[src/rtl/ccs_pkg.sv]
package ccs_pkg;

  // Maps any select code at or above the mode count onto the fastest mode.
  function automatic int clamp_mode(input int sel, input int modes);
    return (sel >= modes) ? modes - 1 : sel;
  endfunction

  // Channels carried by one stream in a given rate mode.
  function automatic int ch_per_stream(input int base_ch, input int mode);
    return base_ch << mode;
  endfunction

  // Serial bits in one frame.
  function automatic int frame_bits(input int streams, input int base_ch, input int mode);
    return streams * ch_per_stream(base_ch, mode);
  endfunction

  // Flag address for serial position pos: the stream is interleaved fastest,
  // and the channel leads the current slot by one (mod channels per stream).
  function automatic int map_addr(input int pos, input int streams,
                                  input int base_ch, input int mode);
    int ch;
    int stream;
    int slot;
    int nxt;
    ch     = ch_per_stream(base_ch, mode);
    stream = pos % streams;
    slot   = pos / streams;
    nxt    = (slot + 1) % ch;
    return stream * ch + nxt;
  endfunction

endpackage

[src/rtl/ccs_frame_counter.sv]
module ccs_frame_counter #(
  parameter int NUM_STREAMS = 16,
  parameter int BASE_CH     = 32,
  parameter int NUM_MODES   = 3,
  parameter int MODE_W      = 2,
  parameter int POS_W       = 11
) (
  input  logic              clk,
  input  logic              rst_n,
  input  logic              frame_sync,
  input  logic [MODE_W-1:0] rate_sel,
  output logic [POS_W-1:0]  rd_pos,
  output logic [MODE_W-1:0] rd_mode,
  output logic              active,
  output logic              frame_wrap
);
  import ccs_pkg::*;

  logic [POS_W-1:0]  pos_q;
  logic [MODE_W-1:0] mode_q;
  logic              locked_q;
  logic [POS_W-1:0]  last_pos;

  // A pulse overrides the running state in the same cycle, so the read for
  // position 0 goes out one clock ahead of its bit.
  assign rd_mode    = frame_sync ? MODE_W'(clamp_mode(int'(rate_sel), NUM_MODES)) : mode_q;
  assign rd_pos     = frame_sync ? '0 : pos_q;
  assign last_pos   = POS_W'(frame_bits(NUM_STREAMS, BASE_CH, int'(rd_mode)) - 1);
  assign active     = frame_sync | locked_q;
  assign frame_wrap = active & (rd_pos == last_pos);

  always_ff @(posedge clk) begin
    if (!rst_n) begin
      pos_q    <= '0;
      mode_q   <= '0;
      locked_q <= 1'b0;
    end else begin
      if (active) pos_q <= frame_wrap ? '0 : rd_pos + POS_W'(1);
      mode_q <= rd_mode;
      if (frame_sync) locked_q <= 1'b1;
    end
  end

  p_restart_r9: assert property (@(posedge clk) disable iff (!rst_n)
    frame_sync |=> (pos_q == POS_W'(1)));

  p_wrap_r7: assert property (@(posedge clk) disable iff (!rst_n)
    (frame_wrap && !frame_sync) |=> (pos_q == '0));

  p_rate_hold_r8: assert property (@(posedge clk) disable iff (!rst_n)
    !frame_sync |=> $stable(mode_q));

  p_pos_range_r2: assert property (@(posedge clk) disable iff (!rst_n)
    locked_q |-> (int'(pos_q) < frame_bits(NUM_STREAMS, BASE_CH, int'(mode_q))));

endmodule

[src/rtl/ccs_addr_map.sv]
module ccs_addr_map #(
  parameter int NUM_STREAMS = 16,
  parameter int BASE_CH     = 32,
  parameter int NUM_MODES   = 3,
  parameter int MODE_W      = 2,
  parameter int POS_W       = 11,
  parameter int ADDR_W      = 11
) (
  input  logic              clk,
  input  logic              rst_n,
  input  logic              active,
  input  logic [POS_W-1:0]  pos,
  input  logic [MODE_W-1:0] mode,
  output logic [ADDR_W-1:0] addr
);
  import ccs_pkg::*;

  localparam int SEL_N = 1 << MODE_W;

  logic [ADDR_W-1:0] cand [SEL_N];

  // One constant-geometry mapper per select code. Unused codes fold onto the last mode.
  for (genvar m = 0; m < SEL_N; m++) begin : g_mode
    localparam int MODE_M = (m < NUM_MODES) ? m : NUM_MODES - 1;
    always_comb cand[m] = ADDR_W'(map_addr(int'(pos), NUM_STREAMS, BASE_CH, MODE_M));
  end

  assign addr = cand[mode];

  p_addr_bound_r4: assert property (@(posedge clk) disable iff (!rst_n)
    active |-> (int'(addr) < frame_bits(NUM_STREAMS, BASE_CH, int'(mode))));

  p_last_slot_r4: assert property (@(posedge clk) disable iff (!rst_n)
    (active && int'(pos) >= frame_bits(NUM_STREAMS, BASE_CH, int'(mode)) - NUM_STREAMS)
    |-> ((int'(addr) & (ch_per_stream(BASE_CH, int'(mode)) - 1)) == 0));

endmodule

[src/rtl/ccs_out_stage.sv]
module ccs_out_stage (
  input  logic clk,
  input  logic rst_n,
  input  logic active,
  input  logic mem_rdata,
  output logic ctl_out
);
  logic out_vld_q;

  // The valid flag tracks the one-cycle read latency of the flag memory.
  always_ff @(posedge clk) begin
    if (!rst_n) out_vld_q <= 1'b0;
    else        out_vld_q <= active;
  end

  assign ctl_out = out_vld_q & mem_rdata;

  p_quiet_r1: assert property (@(posedge clk) disable iff (!rst_n)
    !active |=> !ctl_out);

  p_follow_r5: assert property (@(posedge clk) disable iff (!rst_n)
    active |=> (ctl_out == mem_rdata));

endmodule

[src/rtl/ccs_serializer.sv]
module ccs_serializer #(
  parameter int NUM_STREAMS = 16,
  parameter int BASE_CH     = 32,
  parameter int NUM_MODES   = 3,
  parameter int MODE_W      = (NUM_MODES > 1) ? $clog2(NUM_MODES) : 1,
  parameter int ADDR_W      = $clog2(NUM_STREAMS * (BASE_CH << (NUM_MODES - 1)))
) (
  input  logic              clk,
  input  logic              rst_n,
  input  logic              frame_sync,
  input  logic [MODE_W-1:0] rate_sel,
  input  logic              mem_rdata,
  output logic [ADDR_W-1:0] mem_addr,
  output logic              mem_rd_en,
  output logic              ctl_out
);
  localparam int POS_W = ADDR_W;

  logic [POS_W-1:0]  rd_pos;
  logic [MODE_W-1:0] rd_mode;
  logic              active;
  logic              frame_wrap;

  ccs_frame_counter #(
    .NUM_STREAMS(NUM_STREAMS), .BASE_CH(BASE_CH), .NUM_MODES(NUM_MODES),
    .MODE_W(MODE_W), .POS_W(POS_W)
  ) u_counter (
    .clk(clk), .rst_n(rst_n), .frame_sync(frame_sync), .rate_sel(rate_sel),
    .rd_pos(rd_pos), .rd_mode(rd_mode), .active(active), .frame_wrap(frame_wrap)
  );

  ccs_addr_map #(
    .NUM_STREAMS(NUM_STREAMS), .BASE_CH(BASE_CH), .NUM_MODES(NUM_MODES),
    .MODE_W(MODE_W), .POS_W(POS_W), .ADDR_W(ADDR_W)
  ) u_map (
    .clk(clk), .rst_n(rst_n), .active(active), .pos(rd_pos), .mode(rd_mode),
    .addr(mem_addr)
  );

  ccs_out_stage u_out (
    .clk(clk), .rst_n(rst_n), .active(active), .mem_rdata(mem_rdata),
    .ctl_out(ctl_out)
  );

  assign mem_rd_en = active;

  p_wrap_restart_r7: assert property (@(posedge clk) disable iff (!rst_n)
    (frame_wrap && !frame_sync) |=> (mem_rd_en && mem_addr == ADDR_W'(1)));

endmodule

[config.mk]
export PLATFORM = sky130hd
export DESIGN_NAME = ccs_serializer
export DESIGN_NICKNAME = d
export VERILOG_FILES = /design/src/rtl/ccs_pkg.sv /design/src/rtl/ccs_frame_counter.sv /design/src/rtl/ccs_addr_map.sv /design/src/rtl/ccs_out_stage.sv /design/src/rtl/ccs_serializer.sv
export SDC_FILE = /design/constraint.sdc
export NUM_CORES = 1
export LEC_CHECK = 0
export ABC_CLOCK_PERIOD_IN_PS = 4500
export CORE_UTILIZATION = 45
export DETAILED_ROUTE_END_ITERATION = 6
export PLACE_DENSITY = 0.77
export SKIP_LAST_GASP = 1
export SLEW_MARGIN = 20
export SYNTH_ARGS = -nofsm -noshare
export SYNTH_HDL_FRONTEND = slang
export SYNTH_SLANG_ARGS = --single-unit
[constraint.sdc]
create_clock -name clk -period 4.5 [get_ports clk]
set_input_delay 0.9 -clock clk [delete_from_list [all_inputs] [get_ports clk]]
set_output_delay 0.9 -clock clk [all_outputs]
set_load 0.005 [all_outputs]
==> Yosys cells after proc, flatten, opt, wreduce, memory -nomap -nowiden <==
Cells that the tools add are included.
{ "op_classes": {"mux": 7, "n_lt_le_gt_ge": 2, "n_addsub": 6, "reduce_logical": 3, "eq_ne": 1, "n_bitwise": 7, "n_shift": 1} }
{ "op_table": {"columns": ["operator", "n"], "rows": [
  ["$mux W11", 4],
  ["$bmux W11 S2", 1],
  ["$add A10 B6 Y11", 1],
  ["$add A11 B1 Y11 const B", 1],
  ["$add A11 B7 Y11", 1],
  ["$add A11 B8 Y11", 1],
  ["$eq A11 B11 Y1", 1],
  ["$sub A11 B2 Y11 const B", 1],
  ["$add A7 B1 Y7 const B", 1],
  ["$reduce_or A7 Y1", 1],
  ["$shl A6 B2 Y7 const A", 1],
  ["$reduce_or A6 Y1", 1],
  ["$reduce_or A5 Y1", 1],
  ["$mux W2", 2],
  ["$and A1 B1 Y1 const A", 3],
  ["$ge A3 B3 Y1 const B", 1],
  ["$not A2 Y3", 1],
  ["$and A1 B1 Y1", 2],
  ["$ge A2 B2 Y1 const B", 1],
  ["$or A1 B1 Y1", 1]
]} }
{ "word_totals": {"inputBits": 6, "output_inout_bits": 13, "reg_bits": 15, "elab_cells": 31} }

==> Depth between registers and ports, before layout <==
Gate-level depths: netlist of run 1.
{ "depth": {"word_depth": 8, "ltp_mapped": 9, "depth_no_buf": 8} }

==> By module <==
From an unflattened synthesis of run 1, not the netlist that was laid out.
{ "hier_totals": {"cells_unflattened": 137, "area_unflattened_um2": 1064.8} }
{ "by_module_without_submodules": {"columns": ["module", "area_each_um2", "seq_area_each_um2", "cells_per_inst", "instances"], "rows": [
  ["ccs_frame_counter", 843.3, 280.3, 103, 1],
  ["ccs_addr_map", 188.9, 0.0, 31, 1],
  ["ccs_out_stage", 32.5, 20.0, 3, 1]
]} }

==> Least setup slack after synthesis of run 1 <==
Ideal clock, no wire load.
{ "synth_path": {"kind": "input to output", "start": "input frame_sync", "end": "output mem_addr[6]", "stages": 9, "path_buffers": 2, "t_required_ns": 3.600, "t_arrival_ns": 2.415, "path_slack_ns": 1.185, "path_cell_list": "clkbuf_1 -> buf_2 -> nor2b_1 -> ha_1 -> nand3_4 -> nor3_1 -> nand2_1 -> xor2_1 -> a211oi_1"} }
{ "synth_between": {"elab_chain_cells": 8, "elab_cells_between_ends": 14, "cone_classes": "add/sub: 4; mux: 5; bitwise: 3; reduce/logical: 2"} }
{ "synth_lines": {"columns": ["item", "line", "text"], "rows": [
  ["start: declaration", "ccs_serializer.sv:10", "input logic frame_sync,"],
  ["$mux W11", "ccs_frame_counter.sv:27", "assign rd_pos = frame_sync ? '0 : pos_q;"],
  ["$add A7 B1 Y7", "ccs_pkg.sv:29", "nxt = (slot + 1) % ch;"],
  ["$reduce_or A6 Y1 (no line) / $reduce_or A5 Y1 (equally long branches)", null, null],
  ["$and A1 B1 Y1 (no line)", null, null],
  ["$add A11 B7 Y11 / $add A10 B6 Y11 (equally long branches)", "ccs_pkg.sv:30", "return stream * ch + nxt;"],
  ["$bmux W11 S2 (*)", "ccs_addr_map.sv:28", "assign addr = cand[mode];"],
  ["$mux W11 (not written as such) (*) (2 in series)", "ccs_addr_map.sv:28", null],
  ["end: declaration", "ccs_serializer.sv:13", "output logic [ADDR_W-1:0] mem_addr,"]
]} }
Every way passes the cells marked *; elsewhere a longest branch is shown, timed or not. The select of a mux whose other input is x is not followed.

==> Final worst setup path of run 1 <==
Same ends and word-level chain as after synthesis.

==> results of run 1 <==
-- area by class of cell --
class | instances | area (um2)
Tap cell | 28 | 35.0
Clock buffer | 4 | 26.3
Fill cell | 205 | 935
Sequential cell | 15 | 300
Inverter | 8 | 30.0
Timing Repair Buffer | 19 | 188
Multi-Input combinational cell | 105 | 719
-- layer usage --
layer,vias to the layer above,part of all wire (%),global-route usage [%]
met5,-,0,0
met4,0,0.97,8.80
met3,4,4.4,3.27
met2,22,48,33.1
met1,470,47,27.4
li1,510,-,-
-- where the power goes --
group / switching (mW) / internal (mW) / total, mW
Combinational: 0.0172 / 0.0181 / 0.0353
Clock: 0.0454 / 0.0345 / 0.0798
Sequential: 0.00673 / 0.136 / 0.143
-- cell usage in the layout, fill, tap and decap left out, drive strengths merged, types with 2 or more instances in the layout --
| master | n |
|---|---|
| nor2 | 13 |
| o21a | 3 |
| ha | 2 |
| a21oi | 6 |
| nand2 | 10 |
| o41ai | 2 |
| or3 | 2 |
| o211ai | 2 |
| o21ai | 7 |
| nor3 | 2 |
| clkbuf | 4 |
| nand3 | 4 |
| dfxtp | 15 |
| a211oi | 5 |
| nor4 | 3 |
| mux2i | 2 |
| or2b | 2 |
| and2 | 4 |
| nand3b | 2 |
| xnor2 | 3 |
| nand4 | 2 |
| clkdlybuf4s50 | 18 |
| a21boi | 3 |
| inv | 8 |
| nor2b | 11 |
| xor2 | 2 |
| nand2b | 2 |
-- how the worst max path moves through the flow --
stage                          start          end  slack (ns)  cells after the start
after floorplan           frame_sync  mem_addr[6]        1.18                      9
after global placement    frame_sync  mem_addr[6]        0.47                      9
after detailed placement  frame_sync  mem_addr[6]        0.36                      9
after CTS                 frame_sync  mem_addr[6]        0.35                      9
after global routing      frame_sync  mem_addr[6]        0.20                      9
final                     frame_sync  mem_addr[6]        0.33                      9
-- worst max-delay path: cells and delay by family --
| kind | cells | cell delay, ns |
|---|---|---|
| XOR/XNOR | 1 | 0.16 |
| AND/OR/NAND/NOR | 4 | 0.67 |
| buffers and inverters | 2 | 1.03 |
| AO/OA/AOI/OAI | 1 | 0.27 |
| adder cells (fa/ha/maj) | 1 | 0.24 |
-- through the flow --
stage / setup slack (ns) / utilization (%) / area, um2 / power (mW)
after global placement: 0.465 / 57.0 / 1270 / 0.180
after CTS: 0.350 / 58.2 / 1300 / 0.257
after floorplan: 1.18 / - / 1080 / 0.166
after detailed placement: 0.356 / 57.0 / 1270 / 0.181
after global routing: 0.196 / 58.2 / 1300 / 0.266
final: 0.325 / 58.2 / 1300 / 0.258
-- cell families (layout without fill, tap and decap cells) --
kind of cell / count (synthesis) / count (layout) / synth area share [%]
DFF: 15 / 15 / 27.7
and+or+nand+nor: 62 / 62 / 35.3
AOI/OAI and AO/OA: 34 / 34 / 22.8
adders and majority gates: 2 / 2 / 2.31
muxes: 2 / 2 / 1.85
xor gates and xnor gates: 5 / 5 / 4.04
buffers and inverters: 16 / 31 / 6.00
-- registers in the layout, indices dropped and copies added, names as in the netlist --
name	count
u_counter.pos_q	11
u_counter.mode_q	2
u_counter.locked_q	1
u_out.out_vld_q	1
==> impl_metrics.ini, run 1 <==
[outcome]
outcome = finished clean

[logic_synthesis]
synth_seq_cells = 15
synth-seq-area-share_pct = 27.7
synth_edf_count = 0
synth_area_um2 = 1080
synthCells = 136
ys_async_sr_fraction_pct = 0
synthTopCellsByArea = dfxtp_1, nor2b_1, nor2_1, a211oi_1, nand2_1
syn-num-nets = 144
synth.distinct_cells = 44
ys_warn_count = 0
synth_common_cells = dfxtp_1, nor2_1, nor2b_1, nand2_1, inv_1
synth_most_common_cell = dfxtp_1
synth_top_area_cell = dfxtp_1
synth_top_area_share_pct = 27.7
synthFlopType = dfxtp_1
synth_area_per_cell_um2 = 7.98

[die]
rows = 17
core-area_um2 = 2230
top_level_ports = 19
fp.dieW_um = 51.1
die_h_um = 51.1
start_util_pct = 48.6
dieArea_um2 = 2610

[sta]
rsz0062_at_grt = false
slew_violations = 0
fin_skew_ns = 0.000822
hold_slack_ns = 0.510
hold_violations = 0
tns_ns = 0
fin_crit_ns = 4.17
fmax_mhz = 240
fin_crit_sh_pct = 92.8
setup_viol = 0
relSlewSlack_pct = 67.1
tightest_slew_ns = 0.494

[place]
dp_hpwl_um = 1730
port_buffers = 18
placed_cells = 175
place_congestion = 0.752

[critical_path]
endpoint_kind = output port
arrival_ns = 3.27
r2r_cells = 7
crit_top_cell = clkdlybuf4s50_1
crit_type = input pin to output port
critPathMaxStageDelay_ns = 0.54
startpoint_type = input pin
rr_endpoint = u_counter.pos_q[5]
rrSetupSlack_ns = 2.32
crit_slowest_cell = clkdlybuf4s50_1
crit_path_max_fanout = 6
rr_startpoint = u_counter.pos_q[1]
crit_chain = clkdlybuf4s50_1, nor2b_1, ha_1, nand3_4, nor3_1, nand2_1, xor2_1, a211oi_1, clkdlybuf4s50_1
cp_data_required_time_ns = 3.60

[final_layout]
n_antenna_cell = 0
final_cells = 179
area_growth_pct = 19.7
drive_gt1_share_pct = 7.28
final_nets = 160

[clock_tree]
cts_setup_buffers = 0
clock_sinks = 15
cts_hold_buf = 0
htreeDepth = 1
clk_pin_slew_ns = 0.09
clkLatencyLatePin_ns = 0.29
cts_tree = done
cts_root_buf = clkbuf_4
cts_made_buffers = 3
ctsLongestPathBuffers = 2
ctsResizeCount = 0

[worst_hold_path]
hold_class = flop to flop
holdCritStartpoint = u_counter.pos_q[8]
whs_path_depth = 2
min_to = u_counter.pos_q[8]

[routing]
wl_per_cell_um = 13.3
vias = 1006
ant_nets = 0
route.detailed.drc = 0
drtIter0Drc = 18
totalWireLength_um = 2380
vias_per_cell = 5.62
drtPass1Iterations = 5

[flow_run]
drv_cap = 0

[global_routing]
grt_pass1_wl_um = 4090
groute.usage.overall_pct = 20.7
grt_max_degree = 27
grt_pass1_vias = 928
antenna_found_initial = 0
overflow = 0

[power_and_ir_drop]
power.density_nw_per_um2 = 199
p_leak_nw = 0.440
peakVddDrop_v = 0.000148
Power figures use the tool's default switching activity.
==> run 2, diff against run 1 <==
--- a/config.mk
+++ b/config.mk
@@ -6,9 +6,10 @@
 export NUM_CORES = 1
 export LEC_CHECK = 0
 export ABC_CLOCK_PERIOD_IN_PS = 4500
-export CORE_UTILIZATION = 45
+export CORE_UTILIZATION = 40
 export DETAILED_ROUTE_END_ITERATION = 6
-export PLACE_DENSITY = 0.77
+export PLACE_DENSITY = 0.7
+export REMOVE_ABC_BUFFERS = 1
 export SKIP_LAST_GASP = 1
 export SLEW_MARGIN = 20
 export SYNTH_ARGS = -nofsm -noshare
==> run 2 against run 1 <==
Compared with the run above: cell area increased by 0.19%; via count increased by 0.70%; critical path depth unchanged; critical endpoint unchanged; clock skew about the same; power increased by 1.2%; flip-flop and latch count unchanged; sequential share of layout area about the same; global-route usage decreased by 2.1 points.
==> impl_metrics.ini, run 2 (synthesized netlist as in run 1, its figures left out) <==
[clock_tree]
clkLatencyLatePin_ns = 0.29
clock_sinks = 15
clk_pin_slew_ns = 0.10
ctsResizeCount = 0
cts_hold_buf = 0
htreeDepth = 1
cts_root_buf = clkbuf_4
ctsLongestPathBuffers = 2
cts_tree = done
cts_made_buffers = 3
cts_setup_buffers = 0

[final_layout]
drive_gt1_share_pct = 7.28
final_cell_mix = clkdlybuf4s50_1, dfxtp_1, nor2_1, nor2b_1, nand2_1
post-route-util_pct = 51.6
final_nets = 160
final_common_cell = clkdlybuf4s50_1
regMostFlops = u_counter.pos_q
final_cells = 181
n_antenna_cell = 0
largest_registers = u_counter.pos_q (11), u_counter.mode_q (2)
largest_register_ffs = 11
area_growth_pct = 20.0

[place]
placed_cells = 177
pre_cts_slack_ns = 0.313
dp_hpwl_um = 1760
place_congestion = 0.804
port_buffers = 18

[sta]
fin_crit_ns = 4.19
fin_crit_sh_pct = 93.2
fin_ws_ns = 0.306
hold_violations = 0
hold_slack_ns = 0.522
tightest_slew_ns = 0.505
setup_viol = 0
fmax_mhz = 238
slew_violations = 0
tns_ns = 0
relSlewSlack_pct = 66.3
fin_skew_ns = 0.000680
rsz0062_at_grt = false

[flow_run]
drv_cap = 0

[global_routing]
overflow = 0
grt_pass1_vias = 847
grt_use_met1_pct = 26.7
antenna_found_initial = 0
grt_max_degree = 27
grt_use_met2_pct = 28.2
grt_use_met3_pct = 2.54
grt_pass1_wl_um = 3970
busiest_layer = met2
groute.usage.overall_pct = 18.6

[power_and_ir_drop]
peakVddDrop_v = 0.000147
power.density_nw_per_um2 = 200
p_leak_nw = 0.440

[die]
dieArea_um2 = 2920
rows = 18
start_util_pct = 43.0
die_h_um = 54.1
fp.dieW_um = 54.1
top_level_ports = 19
core-area_um2 = 2520

[critical_path]
arrival_ns = 3.29
crit_path_max_fanout = 6
crit_type = input pin to output port
endpoint_kind = output port
startpoint_type = input pin
cp_data_required_time_ns = 3.60

[routing]
vias_per_cell = 5.60
drtIter0Drc = 18
route.detailed.drc = 0
vias = 1013
totalWireLength_um = 2490
ant_nets = 0
drtPass1Iterations = 4
wl_per_cell_um = 13.8

[worst_hold_path]
hold_class = flop to flop

[outcome]
outcome = finished clean
## run 2: cell counts in the layout (fill, tap and decap cells not counted)
Identical to the previous run, type by type.
## run 2: layer usage
metal / vias to the layer above / part of all wire [%]
met2: 22 / 46
met1: 480 / 50
met4: 0 / 0.60
met5: - / 0
met3: 2 / 3.3
li1: 509 / -
## run 2: final cells by class
type,count,area (um2)
flip-flops and latches,15,300
inverters,8,30.0
well taps,30,37.5
fillers,258,1220
clock buffers,4,26.3
multi-input cells,105,719
repair buffers,19,188
## run 2: final timing paths
kind,from,endpoint,slack [ns],cells past startpoint
setup / recovery,frame_sync,mem_addr[6],0.31,9
hold / removal,u_counter.pos_q[4],u_counter.pos_q[4],0.52,2
setup reg to reg,u_counter.pos_q[1],u_counter.pos_q[5],2.36,7
hold reg to reg,u_counter.pos_q[4],u_counter.pos_q[4],0.52,2
## run 2: critical path, cell delays in order
cell and delay [ns]:
clkdlybuf4s50_1 0.52, nor2b_1 0.20, ha_1 0.23, nand3_4 0.11
nor3_1 0.28, nand2_1 0.13, xor2_1 0.16, a211oi_1 0.23
clkdlybuf4s50_1 0.53
## run 2: metrics by stage
step	total power, mW	instance area [um2]
2_1_floorplan	0.161	1050
3_3_place_gp	0.180	1270
3_5_place_dp	0.181	1270
4_1_cts	0.263	1300
5_1_grt	0.271	1300
6_report	0.261	1300
## run 2: power breakdown
part | leakage [nW] | switching (mW) | internal (mW)
clock | 0.0150 | 0.0482 | 0.0344
combinational | 0.303 | 0.0171 | 0.0181
sequential | 0.122 | 0.00698 | 0.136
total | 0.440 | 0.0723 | 0.189
